### config.mk
export PLATFORM = sky130hd
export DESIGN_NAME = alu8_exec
export DESIGN_NICKNAME = d
export VERILOG_FILES = /design/src/rtl/alu8_pkg.sv /design/src/rtl/alu8_addsub.sv /design/src/rtl/alu8_bitops.sv /design/src/rtl/alu8_exec.sv
export SDC_FILE = /design/constraint.sdc
export NUM_CORES = 1
export LEC_CHECK = 0
export BUFFER_PORTS_ARGS = -buffer_cell sky130_fd_sc_hd__buf_4
export CORE_ASPECT_RATIO = 0.6
export CORE_MARGIN = 5
export CORE_UTILIZATION = 25
export CTS_BUF_LIST = sky130_fd_sc_hd__clkbuf_4 sky130_fd_sc_hd__clkbuf_8
export CTS_CLUSTER_DIAMETER = 30
export DETAILED_ROUTE_END_ITERATION = 6
export HOLD_SLACK_MARGIN = 0.1
export SLEW_MARGIN = 20
export SYNTH_ARGS = -nofsm -noshare
export SYNTH_HDL_FRONTEND = slang
export SYNTH_SLANG_ARGS = --single-unit
### constraint.sdc
create_clock -name clk -period 0.8 [get_ports clk]
set_input_delay 0.04 -clock clk [delete_from_list [all_inputs] [get_ports clk]]
set_output_delay 0.04 -clock clk [all_outputs]
set_load 0.1 [all_outputs]
### src/rtl/alu8_pkg.sv
package alu8_pkg;
  localparam int DATA_W = 8;
  localparam int NIB_W  = DATA_W / 2;
  localparam int BIT_W  = $clog2(DATA_W);
  localparam int OP_W   = 5;

  typedef enum logic [OP_W-1:0] {
    OP_ADD   = 5'd0,  OP_ADC   = 5'd1,  OP_SUB   = 5'd2,  OP_SBC   = 5'd3,
    OP_AND   = 5'd4,  OP_IOR   = 5'd5,  OP_XOR   = 5'd6,  OP_COM   = 5'd7,
    OP_INC   = 5'd8,  OP_INCSZ = 5'd9,  OP_DEC   = 5'd10, OP_DECSZ = 5'd11,
    OP_RLC   = 5'd12, OP_BSET  = 5'd13, OP_BCLR  = 5'd14, OP_BTSC  = 5'd15,
    OP_BTSS  = 5'd16, OP_DADD  = 5'd17, OP_DSUB  = 5'd18
  } alu_op_e;
endpackage

### src/rtl/alu8_addsub.sv
module alu8_addsub
  import alu8_pkg::*;
(
  input  alu_op_e           op,
  input  logic [DATA_W-1:0] acc_i,
  input  logic [DATA_W-1:0] opr_i,
  input  logic              c_i,
  input  logic              dc_i,
  output logic [DATA_W-1:0] res_o,
  output logic              c_o,
  output logic              dc_o
);
  localparam logic [DATA_W-1:0] LO_FIX = DATA_W'(6);
  localparam logic [DATA_W-1:0] HI_FIX = DATA_W'(6) << NIB_W;
  localparam logic [DATA_W-1:0] BCD_MAX = DATA_W'(8'h99);

  logic              is_sub;
  logic              cin;
  logic [DATA_W-1:0] b_opd;
  logic [NIB_W:0]    lo_sum;
  logic [DATA_W:0]   full_sum;
  logic              lo_adj;
  logic              hi_adj;

  always_comb begin
    is_sub   = (op == OP_SUB) || (op == OP_SBC);
    b_opd    = is_sub ? ~acc_i : acc_i;
    unique case (op)
      OP_ADC, OP_SBC: cin = c_i;
      OP_SUB:         cin = 1'b1;
      default:        cin = 1'b0;
    endcase
    lo_sum   = {1'b0, opr_i[NIB_W-1:0]} + {1'b0, b_opd[NIB_W-1:0]} + {{NIB_W{1'b0}}, cin};
    full_sum = {1'b0, opr_i} + {1'b0, b_opd} + {{DATA_W{1'b0}}, cin};
    lo_adj   = 1'b0;
    hi_adj   = 1'b0;
    res_o    = full_sum[DATA_W-1:0];
    c_o      = full_sum[DATA_W];
    dc_o     = lo_sum[NIB_W];
    if (op == OP_DADD) begin
      lo_adj = dc_i || (acc_i[NIB_W-1:0] > NIB_W'(9));
      hi_adj = c_i || (acc_i > BCD_MAX);
      res_o  = acc_i + (lo_adj ? LO_FIX : '0) + (hi_adj ? HI_FIX : '0);
      c_o    = hi_adj;
      dc_o   = dc_i;
    end else if (op == OP_DSUB) begin
      lo_adj = !dc_i;
      hi_adj = !c_i;
      res_o  = acc_i - (lo_adj ? LO_FIX : '0) - (hi_adj ? HI_FIX : '0);
      c_o    = c_i;
      dc_o   = dc_i;
    end
  end
endmodule

### src/rtl/alu8_bitops.sv
module alu8_bitops
  import alu8_pkg::*;
(
  input  alu_op_e           op,
  input  logic [DATA_W-1:0] acc_i,
  input  logic [DATA_W-1:0] opr_i,
  input  logic [BIT_W-1:0]  bsel_i,
  input  logic              c_i,
  output logic [DATA_W-1:0] res_o,
  output logic              c_o,
  output logic              bit_o
);
  logic [DATA_W-1:0] mask;

  always_comb begin
    mask  = DATA_W'(1) << bsel_i;
    bit_o = opr_i[bsel_i];
    c_o   = c_i;
    unique case (op)
      OP_AND:            res_o = acc_i & opr_i;
      OP_IOR:            res_o = acc_i | opr_i;
      OP_XOR:            res_o = acc_i ^ opr_i;
      OP_COM:            res_o = ~opr_i;
      OP_INC, OP_INCSZ:  res_o = opr_i + DATA_W'(1);
      OP_DEC, OP_DECSZ:  res_o = opr_i - DATA_W'(1);
      OP_RLC: begin
        res_o = {opr_i[DATA_W-2:0], c_i};
        c_o   = opr_i[DATA_W-1];
      end
      OP_BSET:           res_o = opr_i | mask;
      OP_BCLR:           res_o = opr_i & ~mask;
      default:           res_o = opr_i;
    endcase
  end
endmodule

### src/rtl/alu8_exec.sv
module alu8_exec
  import alu8_pkg::*;
(
  input  logic              clk,
  input  logic              rst_n,
  input  logic              valid_i,
  input  logic [OP_W-1:0]   op_i,
  input  logic [DATA_W-1:0] acc_i,
  input  logic [DATA_W-1:0] opr_i,
  input  logic [BIT_W-1:0]  bsel_i,
  input  logic              dest_r_i,
  input  logic              c_i,
  input  logic              dc_i,
  input  logic              z_i,
  output logic              valid_o,
  output logic [DATA_W-1:0] res_o,
  output logic              wr_acc_o,
  output logic              wr_reg_o,
  output logic              c_o,
  output logic              dc_o,
  output logic              z_o,
  output logic              skip_o
);
  alu_op_e           op;
  logic [DATA_W-1:0] as_res, bo_res, res_n;
  logic              as_c, as_dc, bo_c, bo_bit;
  logic              c_n, dc_n, z_n, wa_n, wr_n, sk_n, res_zero;

  logic              valid_q, wa_q, wr_q, sk_q, c_q, dc_q, z_q;
  logic [DATA_W-1:0] res_q;

  assign op = alu_op_e'(op_i);

  alu8_addsub u_addsub (
    .op(op), .acc_i(acc_i), .opr_i(opr_i), .c_i(c_i), .dc_i(dc_i),
    .res_o(as_res), .c_o(as_c), .dc_o(as_dc)
  );

  alu8_bitops u_bitops (
    .op(op), .acc_i(acc_i), .opr_i(opr_i), .bsel_i(bsel_i), .c_i(c_i),
    .res_o(bo_res), .c_o(bo_c), .bit_o(bo_bit)
  );

  // next-state
  always_comb begin
    c_n  = c_i;
    dc_n = dc_i;
    z_n  = z_i;
    wa_n = 1'b0;
    wr_n = 1'b0;
    sk_n = 1'b0;
    unique case (op)
      OP_ADD, OP_ADC, OP_SUB, OP_SBC, OP_DADD, OP_DSUB: res_n = as_res;
      default:                                          res_n = bo_res;
    endcase
    res_zero = (res_n == '0);
    unique case (op)
      OP_ADD, OP_ADC, OP_SUB, OP_SBC: begin
        c_n = as_c; dc_n = as_dc; z_n = res_zero;
        wa_n = !dest_r_i; wr_n = dest_r_i;
      end
      OP_AND, OP_IOR, OP_XOR, OP_COM, OP_INC, OP_DEC: begin
        z_n = res_zero;
        wa_n = !dest_r_i; wr_n = dest_r_i;
      end
      OP_INCSZ, OP_DECSZ: begin
        sk_n = res_zero;
        wa_n = !dest_r_i; wr_n = dest_r_i;
      end
      OP_RLC: begin
        c_n = bo_c;
        wa_n = !dest_r_i; wr_n = dest_r_i;
      end
      OP_BSET, OP_BCLR: wr_n = 1'b1;
      OP_BTSC:          sk_n = !bo_bit;
      OP_BTSS:          sk_n = bo_bit;
      OP_DADD: begin
        c_n = as_c;
        wa_n = 1'b1;
      end
      OP_DSUB:          wa_n = 1'b1;
      default: ;
    endcase
  end

  // registers
  always_ff @(posedge clk or negedge rst_n) begin
    if (!rst_n) begin
      valid_q <= 1'b0;
      wa_q    <= 1'b0;
      wr_q    <= 1'b0;
      sk_q    <= 1'b0;
      res_q   <= '0;
      c_q     <= 1'b0;
      dc_q    <= 1'b0;
      z_q     <= 1'b0;
    end else begin
      valid_q <= valid_i;
      wa_q    <= valid_i & wa_n;
      wr_q    <= valid_i & wr_n;
      sk_q    <= valid_i & sk_n;
      if (valid_i) begin
        res_q <= res_n;
        c_q   <= c_n;
        dc_q  <= dc_n;
        z_q   <= z_n;
      end
    end
  end

  assign valid_o  = valid_q;
  assign res_o    = res_q;
  assign wr_acc_o = wa_q;
  assign wr_reg_o = wr_q;
  assign c_o      = c_q;
  assign dc_o     = dc_q;
  assign z_o      = z_q;
  assign skip_o   = sk_q;

  AST_ONE_DEST: assert property (@(posedge clk) disable iff (!rst_n)
    !(wa_q && wr_q));

  AST_IDLE_QUIET: assert property (@(posedge clk) disable iff (!rst_n)
    !valid_q |-> (!wa_q && !wr_q && !sk_q));

  AST_LOGIC_KEEPS_C: assert property (@(posedge clk) disable iff (!rst_n)
    (valid_q && ($past(op_i) >= 5'd4) && ($past(op_i) <= 5'd7))
      |-> (c_q == $past(c_i) && dc_q == $past(dc_i)));

  AST_SKIPZ_KEEPS_FLAGS: assert property (@(posedge clk) disable iff (!rst_n)
    (valid_q && ($past(op_i) == 5'd9 || $past(op_i) == 5'd11))
      |-> (c_q == $past(c_i) && dc_q == $past(dc_i) && z_q == $past(z_i)));

  AST_BITWR_TO_REG: assert property (@(posedge clk) disable iff (!rst_n)
    (valid_q && ($past(op_i) == 5'd13 || $past(op_i) == 5'd14))
      |-> (wr_q && !wa_q));

  AST_BTEST_NO_WRITE: assert property (@(posedge clk) disable iff (!rst_n)
    (valid_q && ($past(op_i) == 5'd15 || $past(op_i) == 5'd16))
      |-> (!wr_q && !wa_q));

  AST_DSUB_KEEPS_C: assert property (@(posedge clk) disable iff (!rst_n)
    (valid_q && $past(op_i) == 5'd18) |-> (c_q == $past(c_i) && wa_q));
endmodule

==> metrics.yaml <==
outcome:
  run_status: "complete, but fails checks"
  violations: "negative setup slack"
placement:
  routabilityCongestion: 0.996
  place_ws_ps: -2340
  place_area_sq_um: 4590
  dp_hpwl_um: 11600
  port_buffers: 45
  place_inst: 735
power:
  p_int_mw: 3.21
  clockPowerShare: 0.105
  power_density_nw_per_um2: 1060
  switchingPower_mw: 2.68
  p_leak_nw: 2.48
  power_frac_comb: 0.729
  ir_worst_vdd_mv: 0.607
  finalPower_mw: 5.88
  netSwitchingFraction: 0.455
  pwr-share-seq: 0.166
synthesis:
  netlist_area_sq_um: 3110
  syn-num-nets: 481
  synthCells: 417
  synth_ff_type: "dfrtp_1"
  ys_async_sr_fraction: 1.00
  seq_area_frac_synth: 0.121
  synth.distinct_cells: 72
  yosys_warnings: 0
  synth_edf_count: 0
  syn_avg_cell_area_sq_um: 7.46
  synth-seq-cells: 15
sta:
  fin_hold_ws_ps: 111
  finClkSkew_ps: 0
  rsz0062_at_grt: "yes"
  period_needed_ps: 2750
  slew_headroom: 0.638
  setup_tns_ps: -20700
  drv_slew: 0
  setup_viol: 29
  fmax_mhz: 363
  worst_slack_ps: -1950
  worst_pin_slew_ps: 530
  hold_viol_final: 0
  period_share: 3.44
critical_path:
  critPathLaunchType: "primary input"
  cp_max_fo: 5
  crit_chain: "buf_12 > nor2_4 > and3_4 > xnor2_2 > fa_2 > inv_2 > fa_2 > a21o_1 > a21oi_4 > buf_4 > xnor2_2 > nand2_1 > and3_4 > o31ai_2 > or4_4 > o31ai_2"
  worst-path-buf-inv: 3
  worstSetupPathType: "in -> reg"
  worstPathRequired_ps: 960
  slowest_stage: "or4_4"
  cp-end-kind: "flip-flop"
  cpPeakStageDelay_ps: 530
  cp.arrival_ps: 2910
  cp_top_family: "simple AND/OR/NAND/NOR gates"
final_layout:
  utilization: 0.460
  fin_nets: 678
  design_area_sq_um: 5560
  drive_gt1_frac: 0.491
  antennaDiodeCount: 0
  area_growth_pct: 79.0
  post_layout_nonfiller_instances: 778
global_routing:
  grt_pass1_wl_um: 22200
  overflow: 0
  antenna_found_initial: 0
  grt_pass1_vias: 4008
  grt_max_degree: 26
  grt_use_total: 0.190
route:
  wire_per_inst_um: 19.1
  via_per_inst: 5.39
  routed_wirelength_um: 14900
  first_pass_iters: 5
  drc_errors: 0
  ant_nets: 0
  initialDrtViolationCount: 517
  dr_total_vias: 4190
cts:
  cts.sinks: 15
  clk_transition_reported_paths_ps: 60
  insertion_delay_ps: 240
  tritoncts: "yes"
  cts_buffers: 3
  root_buffer: "clkbuf_8"
  clock_path_buffers: 2
  htreeDepth: 1
floorplanning:
  core_area_sq_um: 12100
  fp.dieW_um: 154
  floorplan.initialDensity: 0.257
  ioPinCount: 46
  die-area_sq_um: 14800
  row_count: 31
  die_y_um: 96.4
flow_run:
  cap_violations: 0
hold_path:
  hold_path.class: "in -> reg"
worst paths after layout:
kind,startpoint,end,slack [ps],cells after the start
setup / recovery,op_i[2],z_o,-1950,16
hold / removal,op_i[4],wr_reg_o,110,3
setup reg to reg,res_o[4],res_o[4],-40,2
hold reg to reg,res_o[5],res_o[5],530,1
max in group asynchronous,rst_n,c_o,420,2
min in group asynchronous,rst_n,valid_o,180,2
power by group through the flow:
stage | sequential (mW) | clock, mW | combinational, mW
3_3_place_gp | 0.934 | 0 | 3.37
2_1_floorplan | 1.64 | 0 | 1.37
3_5_place_dp | 0.935 | 0 | 3.40
5_1_grt | 0.987 | 0.667 | 4.52
6_report | 0.975 | 0.620 | 4.29
4_1_cts | 0.961 | 0.627 | 3.88
synth_stat cells, types with 4 or more instances:
cell type	count	area [sq um]
nor2_1	33	124
a21o_1	4	30.0
clkbuf_1	13	48.8
o21ai_0	17	85.1
nor3_1	15	75.1
and3_1	5	31.3
nor4_1	5	31.3
fa_1	4	80.1
dfrtp_1	15	375
nor3b_1	5	37.5
mux2i_1	5	50.1
buf_2	7	35.0
nand3_1	10	50.1
o31ai_1	6	45.0
inv_1	26	97.6
nand2_1	34	128
a31oi_1	9	56.3
nand2b_1	9	56.3
ha_1	29	363
nor2b_1	5	31.3
nand4_1	6	37.5
xor2_1	9	78.8
mux2_2	5	56.3
xnor2_1	22	193
o21a_1	4	30.0
o22ai_1	5	31.3
nand3b_1	6	45.0
a21oi_1	32	160
logic make-up (layout without fill, tap and decap cells):
| family | Yosys count | in the layout | share of synthesized area |
|---|---|---|---|
| buffers and inverters | 50 | 246 | 0.0668 |
| AOI/OAI and AO/OA | 122 | 122 | 0.268 |
| xor gates and xnor gates | 31 | 31 | 0.0873 |
| muxes | 12 | 12 | 0.0487 |
| DFF | 15 | 15 | 0.121 |
| adders and majority gates | 33 | 33 | 0.142 |
| and+or+nand+nor | 154 | 154 | 0.266 |
timing repair:
action / in CTS / in global routing
buffers inserted: 18 / 22
gates resized for setup: 83 / 59
endpoints found under the setup margin: 29 / 29
hold endpoints to repair: 15 / 0
hold buffers: 1 / 0
pin swaps: 17 / 30
placed cells by master, fill, tap and decap left out, drive strengths merged, types with 4 or more instances in the layout:
master / n
nor2b: 5
o22ai: 5
nor3b: 6
nand3b: 6
inv: 26
a31oi: 9
a21oi: 32
nand2: 34
mux2: 5
nand2b: 9
dfrtp: 15
fa: 4
xor2: 9
nor2: 34
mux2i: 5
ha: 29
nand4: 6
o31ai: 7
nor4: 5
o21a: 4
nor3: 15
buf: 214
and3: 5
xnor2: 22
a21o: 4
o21ai: 18
nand3: 10
registers in the layout, indices dropped and copies added, names as in the netlist:
name      flops
res_o         8
c_o           1
dc_o          1
skip_o        1
valid_o       1
wr_acc_o      1
wr_reg_o      1
z_o           1
cell type report:
cell class | count | area (sq um)
Timing Repair Buffer | 215 | 1930
Inverter | 27 | 101
Tap cell | 165 | 206
Clock inverter | 1 | 5.00
Multi-Input combinational cell | 352 | 2890
Sequential cell | 15 | 393
Clock buffer | 3 | 41.3
Fill cell | 1167 | 6540
worst reg2reg max path: stages, from the launching register on:
cell and delay (ps):
dfrtp_2 430, buf_4 140, a21o_1 170
metal layers:
metal  vias up  GRT usage  share of wire
met4         0     0.0242         0.0090
met1      1991      0.289           0.47
met2       221      0.271           0.40
met5         -          0              0
li1       1952          -              -
met3        26     0.0525           0.12
Power figures use the tool's default switching activity.
